--- src/rtl/smbus_rd_pkg.sv ---
package smbus_rd_pkg;

  // strobes from control to datapath
  typedef struct packed {
    logic clrCnt;
    logic shiftIn;
    logic shiftOut;
    logic loadTx;
    logic flushData;
  } dpCtl_t;

  typedef enum logic [2:0] {
    ST_IDLE,
    ST_ADDR,
    ST_ADDR_ACK,
    ST_WAIT,
    ST_TX,
    ST_TX_ACK,
    ST_SKIP
  } rdState_t;

  localparam int STATUS_W = 4;

endpackage

--- src/rtl/smbus_rd_datapath.sv ---
module smbus_rd_datapath
  import smbus_rd_pkg::*;
#(
  parameter int BYTE_W = 8,
  parameter int SYNC_N = 2,
  parameter int CNT_W  = 4
) (
  input  logic              clk,
  input  logic              rstN,
  input  logic              sclIn,
  input  logic              sdaIn,
  input  logic [BYTE_W-2:0] slaveAddr,
  input  logic              dataWrEn,
  input  logic [BYTE_W-1:0] dataWr,
  input  dpCtl_t            ctl,
  output logic              sclRise,
  output logic              sclFall,
  output logic              startDet,
  output logic              stopDet,
  output logic              sdaBit,
  output logic [CNT_W-1:0]  bitCnt,
  output logic              addrHit,
  output logic              shMsb,
  output logic              hasData
);

  logic [SYNC_N-1:0] sclPipe, sdaPipe;
  logic              sclS, sdaS, sclP, sdaP;
  logic [BYTE_W-1:0] shReg, dataReg, nextData;
  logic              loaded;

  // synchronizers, idle-high reset
  always_ff @(posedge clk or negedge rstN) begin
    if (!rstN) begin
      sclPipe <= '1;
      sdaPipe <= '1;
      sclP    <= 1'b1;
      sdaP    <= 1'b1;
    end else begin
      sclPipe <= {sclPipe[SYNC_N-2:0], sclIn};
      sdaPipe <= {sdaPipe[SYNC_N-2:0], sdaIn};
      sclP    <= sclS;
      sdaP    <= sdaS;
    end
  end

  assign sclS     = sclPipe[SYNC_N-1];
  assign sdaS     = sdaPipe[SYNC_N-1];
  assign sclRise  = sclS & ~sclP;
  assign sclFall  = ~sclS & sclP;
  assign startDet = sclS & sclP & sdaP & ~sdaS;
  assign stopDet  = sclS & sclP & ~sdaP & sdaS;
  assign sdaBit   = sdaS;

  // bit counter
  always_ff @(posedge clk or negedge rstN) begin
    if (!rstN)                          bitCnt <= '0;
    else if (ctl.clrCnt)                bitCnt <= '0;
    else if (ctl.shiftIn | ctl.shiftOut) bitCnt <= bitCnt + 1'b1;
  end

  // host data register
  assign nextData = dataWrEn ? dataWr : dataReg;
  assign hasData  = loaded | dataWrEn;

  always_ff @(posedge clk or negedge rstN) begin
    if (!rstN) begin
      dataReg <= '0;
      loaded  <= 1'b0;
    end else begin
      dataReg <= nextData;
      if (ctl.loadTx | ctl.flushData) loaded <= 1'b0;
      else if (dataWrEn)              loaded <= 1'b1;
    end
  end

  // shift register, shared by address receive and data transmit
  always_ff @(posedge clk or negedge rstN) begin
    if (!rstN)             shReg <= '0;
    else if (ctl.loadTx)   shReg <= nextData;
    else if (ctl.shiftIn)  shReg <= {shReg[BYTE_W-2:0], sdaS};
    else if (ctl.shiftOut) shReg <= {shReg[BYTE_W-2:0], 1'b0};
  end

  assign shMsb   = shReg[BYTE_W-1];
  assign addrHit = shReg[0] && (shReg[BYTE_W-1:1] == slaveAddr);

endmodule

--- src/rtl/smbus_rd_ctrl.sv ---
module smbus_rd_ctrl
  import smbus_rd_pkg::*;
#(
  parameter int BYTE_W = 8,
  parameter int CNT_W  = 4
) (
  input  logic                clk,
  input  logic                rstN,
  input  logic                sclRise,
  input  logic                sclFall,
  input  logic                startDet,
  input  logic                stopDet,
  input  logic                sdaBit,
  input  logic [CNT_W-1:0]    bitCnt,
  input  logic                addrHit,
  input  logic                shMsb,
  input  logic                hasData,
  input  logic                inhibit,
  input  logic                ackSel,
  input  logic                dataWrEn,
  input  logic                clrSi,
  output dpCtl_t              ctl,
  output logic                sdaOe,
  output logic                sclOe,
  output logic                irq,
  output logic                ackReq,
  output logic [STATUS_W-1:0] status,
  output logic                txErr,
  output logic                masterAck
);

  localparam logic [CNT_W-1:0] ADDR_DONE = CNT_W'(BYTE_W);
  localparam logic [CNT_W-1:0] LAST_BIT  = CNT_W'(BYTE_W - 1);

  rdState_t state;
  logic     ackGiven, addrNack, mstNack, txMode, staF, stoF;
  logic     hostGo, nackPending;

  assign hostGo      = (state == ST_WAIT) && clrSi;
  assign nackPending = addrNack | mstNack;

  always_comb begin
    ctl           = '0;
    ctl.flushData = startDet;
    ctl.clrCnt    = startDet | hostGo;
    ctl.shiftIn   = (state == ST_ADDR) && sclRise && (bitCnt != ADDR_DONE) && !startDet;
    ctl.loadTx    = hostGo && !nackPending && hasData;
    ctl.shiftOut  = (state == ST_TX) && sclFall && (bitCnt != LAST_BIT);
  end

  always_ff @(posedge clk or negedge rstN) begin
    if (!rstN) begin
      state    <= ST_IDLE;
      irq      <= 1'b0;
      ackReq   <= 1'b0;
      ackGiven <= 1'b0;
      addrNack <= 1'b0;
      mstNack  <= 1'b0;
      txMode   <= 1'b0;
      staF     <= 1'b0;
      stoF     <= 1'b0;
      txErr    <= 1'b0;
      sclOe    <= 1'b0;
    end else begin
      sclOe <= irq;
      if (dataWrEn && irq && mstNack) txErr <= 1'b1;
      if (startDet) begin
        state  <= ST_ADDR;
        staF   <= 1'b1;
        stoF   <= 1'b0;
        txMode <= 1'b0;
        txErr  <= 1'b0;
      end else if (stopDet) begin
        state  <= ST_IDLE;
        staF   <= 1'b0;
        stoF   <= 1'b1;
        txMode <= 1'b0;
      end else begin
        unique case (state)
          ST_ADDR: if (sclFall && bitCnt == ADDR_DONE) begin
            if (addrHit && !inhibit) begin
              state    <= ST_ADDR_ACK;
              ackGiven <= ackSel;
            end else begin
              state <= ST_SKIP;
            end
          end
          ST_ADDR_ACK: if (sclFall) begin
            irq      <= 1'b1;
            ackReq   <= 1'b1;
            addrNack <= ~ackGiven;
            mstNack  <= 1'b0;
            state    <= ST_WAIT;
          end
          ST_WAIT: if (clrSi) begin
            irq    <= 1'b0;
            ackReq <= 1'b0;
            if (nackPending) begin
              state <= ST_SKIP;
            end else if (hasData) begin
              state  <= ST_TX;
              txMode <= 1'b1;
            end else begin
              state  <= ST_SKIP;
              txMode <= 1'b0;
            end
          end
          ST_TX: if (sclFall && bitCnt == LAST_BIT) state <= ST_TX_ACK;
          ST_TX_ACK: begin
            if (sclRise) mstNack <= sdaBit;
            if (sclFall) begin
              irq   <= 1'b1;
              state <= ST_WAIT;
            end
          end
          default: ;
        endcase
      end
    end
  end

  assign sdaOe     = ((state == ST_ADDR_ACK) && ackGiven) || ((state == ST_TX) && !shMsb);
  assign status    = {1'b0, txMode, staF, stoF};
  assign masterAck = ~mstNack;

endmodule

--- src/rtl/smbus_rd_slave.sv ---
module smbus_rd_slave
  import smbus_rd_pkg::*;
#(
  parameter int BYTE_W = 8,
  parameter int SYNC_N = 2
) (
  input  logic              clk,
  input  logic              rstN,
  input  logic              sclIn,
  input  logic              sdaIn,
  output logic              sclOe,
  output logic              sdaOe,
  input  logic [BYTE_W-2:0] slaveAddr,
  input  logic              inhibit,
  input  logic              ackSel,
  input  logic              dataWrEn,
  input  logic [BYTE_W-1:0] dataWr,
  input  logic              clrSi,
  output logic              irq,
  output logic              ackReq,
  output logic [3:0]        status,
  output logic              txErr,
  output logic              masterAck
);

  localparam int CNT_W = $clog2(BYTE_W + 1);

  dpCtl_t           ctl;
  logic             sclRise, sclFall, startDet, stopDet, sdaBit;
  logic [CNT_W-1:0] bitCnt;
  logic             addrHit, shMsb, hasData;

  smbus_rd_datapath #(.BYTE_W(BYTE_W), .SYNC_N(SYNC_N), .CNT_W(CNT_W)) i_dp (
    .clk(clk), .rstN(rstN), .sclIn(sclIn), .sdaIn(sdaIn),
    .slaveAddr(slaveAddr), .dataWrEn(dataWrEn), .dataWr(dataWr), .ctl(ctl),
    .sclRise(sclRise), .sclFall(sclFall), .startDet(startDet), .stopDet(stopDet),
    .sdaBit(sdaBit), .bitCnt(bitCnt), .addrHit(addrHit), .shMsb(shMsb),
    .hasData(hasData)
  );

  smbus_rd_ctrl #(.BYTE_W(BYTE_W), .CNT_W(CNT_W)) i_ctrl (
    .clk(clk), .rstN(rstN), .sclRise(sclRise), .sclFall(sclFall),
    .startDet(startDet), .stopDet(stopDet), .sdaBit(sdaBit), .bitCnt(bitCnt),
    .addrHit(addrHit), .shMsb(shMsb), .hasData(hasData), .inhibit(inhibit),
    .ackSel(ackSel), .dataWrEn(dataWrEn), .clrSi(clrSi), .ctl(ctl),
    .sdaOe(sdaOe), .sclOe(sclOe), .irq(irq), .ackReq(ackReq), .status(status),
    .txErr(txErr), .masterAck(masterAck)
  );

endmodule

--- config.mk ---
export PLATFORM = sky130hd
export DESIGN_NAME = smbus_rd_slave
export DESIGN_NICKNAME = d
export VERILOG_FILES = /design/src/rtl/smbus_rd_pkg.sv /design/src/rtl/smbus_rd_datapath.sv /design/src/rtl/smbus_rd_ctrl.sv /design/src/rtl/smbus_rd_slave.sv
export SDC_FILE = /design/constraint.sdc
export NUM_CORES = 1
export LEC_CHECK = 0
export BUFFER_PORTS_ARGS = -buffer_cell sky130_fd_sc_hd__buf_2
export CAP_MARGIN = 20
export CORE_MARGIN = 5
export CORE_UTILIZATION = 50
export CTS_BUF_LIST = sky130_fd_sc_hd__clkbuf_8 sky130_fd_sc_hd__clkbuf_16
export DETAILED_ROUTE_END_ITERATION = 16
export PLACE_DENSITY = 0.73
export SYNTH_ARGS = -nofsm -noshare
export SYNTH_HDL_FRONTEND = slang
export SYNTH_SLANG_ARGS = --single-unit
--- constraint.sdc ---
create_clock -name clk -period 1.5 [get_ports clk]
set_input_delay 0.075 -clock clk [delete_from_list [all_inputs] [get_ports clk]]
set_output_delay 0.075 -clock clk [all_outputs]
set_load 0.02 [all_outputs]
==> run summary <==
status = finished, violations left
failing checks = setup timing
Required @ worst endpoint = 1.68 ns
clk buf depth = 2
CP Max Fanout = 4
Syn Area/Cell = 10.3 sq um
gpl congestion = 0.873
Final Slew Violations = 0
syn nets = 220
PwrDens = 1640 nW/um^2
Max rail drop VDD = 0.973 mV
clock skew = 0.00886 ns
CP Capture Type = register
CTS tree = done
Hold Vio Cnt, Final = 0
Tcrit/Tclk final = 119%
final setup violating endpoints = 22
Chip Height = 73.4 um
first-pass GRT wire length = 7.68 mm
row count = 23
Place WS = -0.305 ns
Core Region = 3940 sq um
drt drc = 0
Ant. Diodes = 0
most common cell after layout, fill and taps aside = dfrtp_1
storage element area = 1010 sq um
number of synthesized flops with an enable pin = 0
total track usage = 18.9%
Layout Nets = 292
Clk pin slew, worst setup/hold paths = 0.08 ns
Yosys warning total = 0
Cell Area, Synth = 2010 sq um
Routed WL = 5.00 mm
share of the synthesized area in the top cell type = 42.3%
synth top area cells = dfrtp_1, dfstp_2, nand2_1
predominant post-synthesis flop cell = dfrtp_1
clock sinks = 40
Max Cap Violations = 0
post-route ant nets = 0
RSZ-0062 raised after global routing = yes
layout cell share with drive strength beyond 1 = 50.0%
register bit count reported by yosys = 40
Seq/Total Area, Yosys = 50.2%
Mapped Cells = 195
Vias = 1698
critical path class = reg2reg
Die Span X = 73.4 um
Post-DP HPWL = 3.50 mm
Port-buffer cells = 31
Worst Hold Class = in2reg
area leader, netlist = dfrtp_1
fin crit period = 1.79 ns
Congestion Overflow GR = 0
Slowest-stage cell, CP = dfstp_2
wire per inst = 15.7 um
Clk Tree Root Cell = clkbuf_8
htree depth = 2
Area growth, synth to finish = 40.2%
fill count = 291
1st-pass router iterations = 4
vias in the first global route = 1644
area of the multi-input gates = 1060 sq um
Arr. time, crit path = 1.96 ns
die area = 5390 sq um
Clock Latency Late Sink = 0.30 ns
CP max stage delay = 0.54 ns
DRT iter0 DRCs = 110
critical-path cell list = or2b_1 > o311a_4 > nor4_4 > buf_4 > o211ai_1
CTS Buf Count = 5
Final WS setup = -0.287 ns
highest-count cells in the layout ignoring fill and taps = dfrtp_1, buf_2, buf_4
post-synthesis cell type count = 50
Initial Util = 51.0%
# IOs = 33
largest net degree at the start of global routing = 24
Pleak = 1.27 nW
average vias per placed instance = 5.34
initial antenna violation count = 0
total power = 4.62 mW
FMAX = 560 MHz
fraction of registers with async set/reset = 100%
CP Launch Type = register
[Yosys cell counts (all sizes together), types with 2 or more instances]
cell type   n
or3b        2
nor3        6
nor2       21
dfstp       6
o211ai      2
inv         5
clkbuf      3
mux2        9
nand3b      2
o21ai       7
nor2b       2
a21oi      10
nor4        3
nor3b       3
ha          2
nand2b      5
a31oi       9
xor2        7
or3         2
or2         3
nand2      29
or2b        2
buf         7
xnor2       3
dfrtp      34
[layer usage]
metal / wire length, um / track usage [%]
met5: 0 / 0
met4: 51 / 6.04
met3: 205 / 4.10
met2: 2600 / 31.9
met1: 2140 / 24.2
[kinds of logic after synthesis]
logic type | count (synthesis) | synth area share, %
xor gates and xnor gates | 10 | 4.36
buffers and inverters | 15 | 4.36
DFF | 40 | 50.2
muxes | 9 | 5.04
and+or+nand+nor | 85 | 23.2
adders and majority gates | 2 | 1.24
other | 1 | 0.187
AOI/OAI and AO/OA | 33 | 11.4
[worst paths after layout]
path / from / endpoint / slack [ns] / cells past startpoint
min reg2reg: i_dp.sdaPipe[0]$_DFF_PN1_ / i_dp.sdaPipe[1]$_DFF_PN1_ / 0.35 / 0
max in group asynchronous: rstN / i_dp.sdaPipe[0]$_DFF_PN1_ / 0.69 / 3
max: i_dp.sclP$_DFF_PN1_ / i_ctrl.state[0]$_DFFE_PN0P_ / -0.29 / 5
max reg2reg: i_dp.sclP$_DFF_PN1_ / i_ctrl.state[0]$_DFFE_PN0P_ / -0.29 / 5
min in group asynchronous: rstN / i_ctrl.addrNack$_DFFE_PN0P_ / 0.26 / 2
min: ackSel / i_ctrl.ackGiven$_DFFE_PN0P_ / 0.03 / 2
[metrics by stage]
| stage | hold slack, ns | area [sq um] | TNS (ns) | util [%] | cells |
|---|---|---|---|---|---|
| 3_5_place_dp | 0.0421 | 2450 | -4.48 | 62.2 | 298 |
| 6_report | 0.0267 | 2820 | -3.44 | 71.5 | 318 |
| 2_1_floorplan | -0.221 | 2060 | -0.579 | - | 195 |
| 5_1_grt | 0.0238 | 2820 | -4.85 | 71.5 | 318 |
| 4_1_cts | 0.0214 | 2650 | -3.49 | 67.1 | 310 |
| 3_3_place_gp | 0.0384 | 2450 | -3.89 | 62.2 | 298 |
[worst max-delay path, delay by kind of cell, from the launching register on]
kind / cells / cell delay, ns
AOI/OAI and AO/OA: 2 / 0.45
and+or+nand+nor: 2 / 0.49
DFF: 1 / 0.54
buffers and inverters: 1 / 0.19
[sequential cells by signal, indices dropped and copies added, names as in the netlist, 2 cells and up]
| name | flops |
|---|---|
| i_ctrl.state | 3 |
| i_dp.dataReg | 8 |
| i_dp.bitCnt | 4 |
| i_dp.sdaPipe | 2 |
| i_dp.sclPipe | 2 |
| i_dp.shReg | 8 |
[what timing repair did]
item / 4_1_cts / 5_1_grt
endpoints found under the hold margin: 19 / 0
gates resized for setup: 8 / 32
hold buffers: 3 / 0
buffers inserted: 1 / 6
cloned: 0 / 2
pin swaps: 4 / 12
endpoints found under the setup margin: 22 / 22
[area by class of cell]
cell class,instances,area share [%]
multi-input combinational,142,37.6
timing repair buffer,73,19.0
clock buffer,5,2.44
sequential,40,35.9
clock inverter,3,2.26
tap,50,2.22
inverter,5,0.666
[where the power goes]
part / leakage, nW / internal, mW / switching [mW]
combinational: 0.729 / 1.04 / 0.896
clock: 0.0695 / 0.659 / 0.394
sequential: 0.472 / 1.37 / 0.266
total: 1.27 / 3.07 / 1.56
No activity file was read; power rests on OpenSTA's default activity.
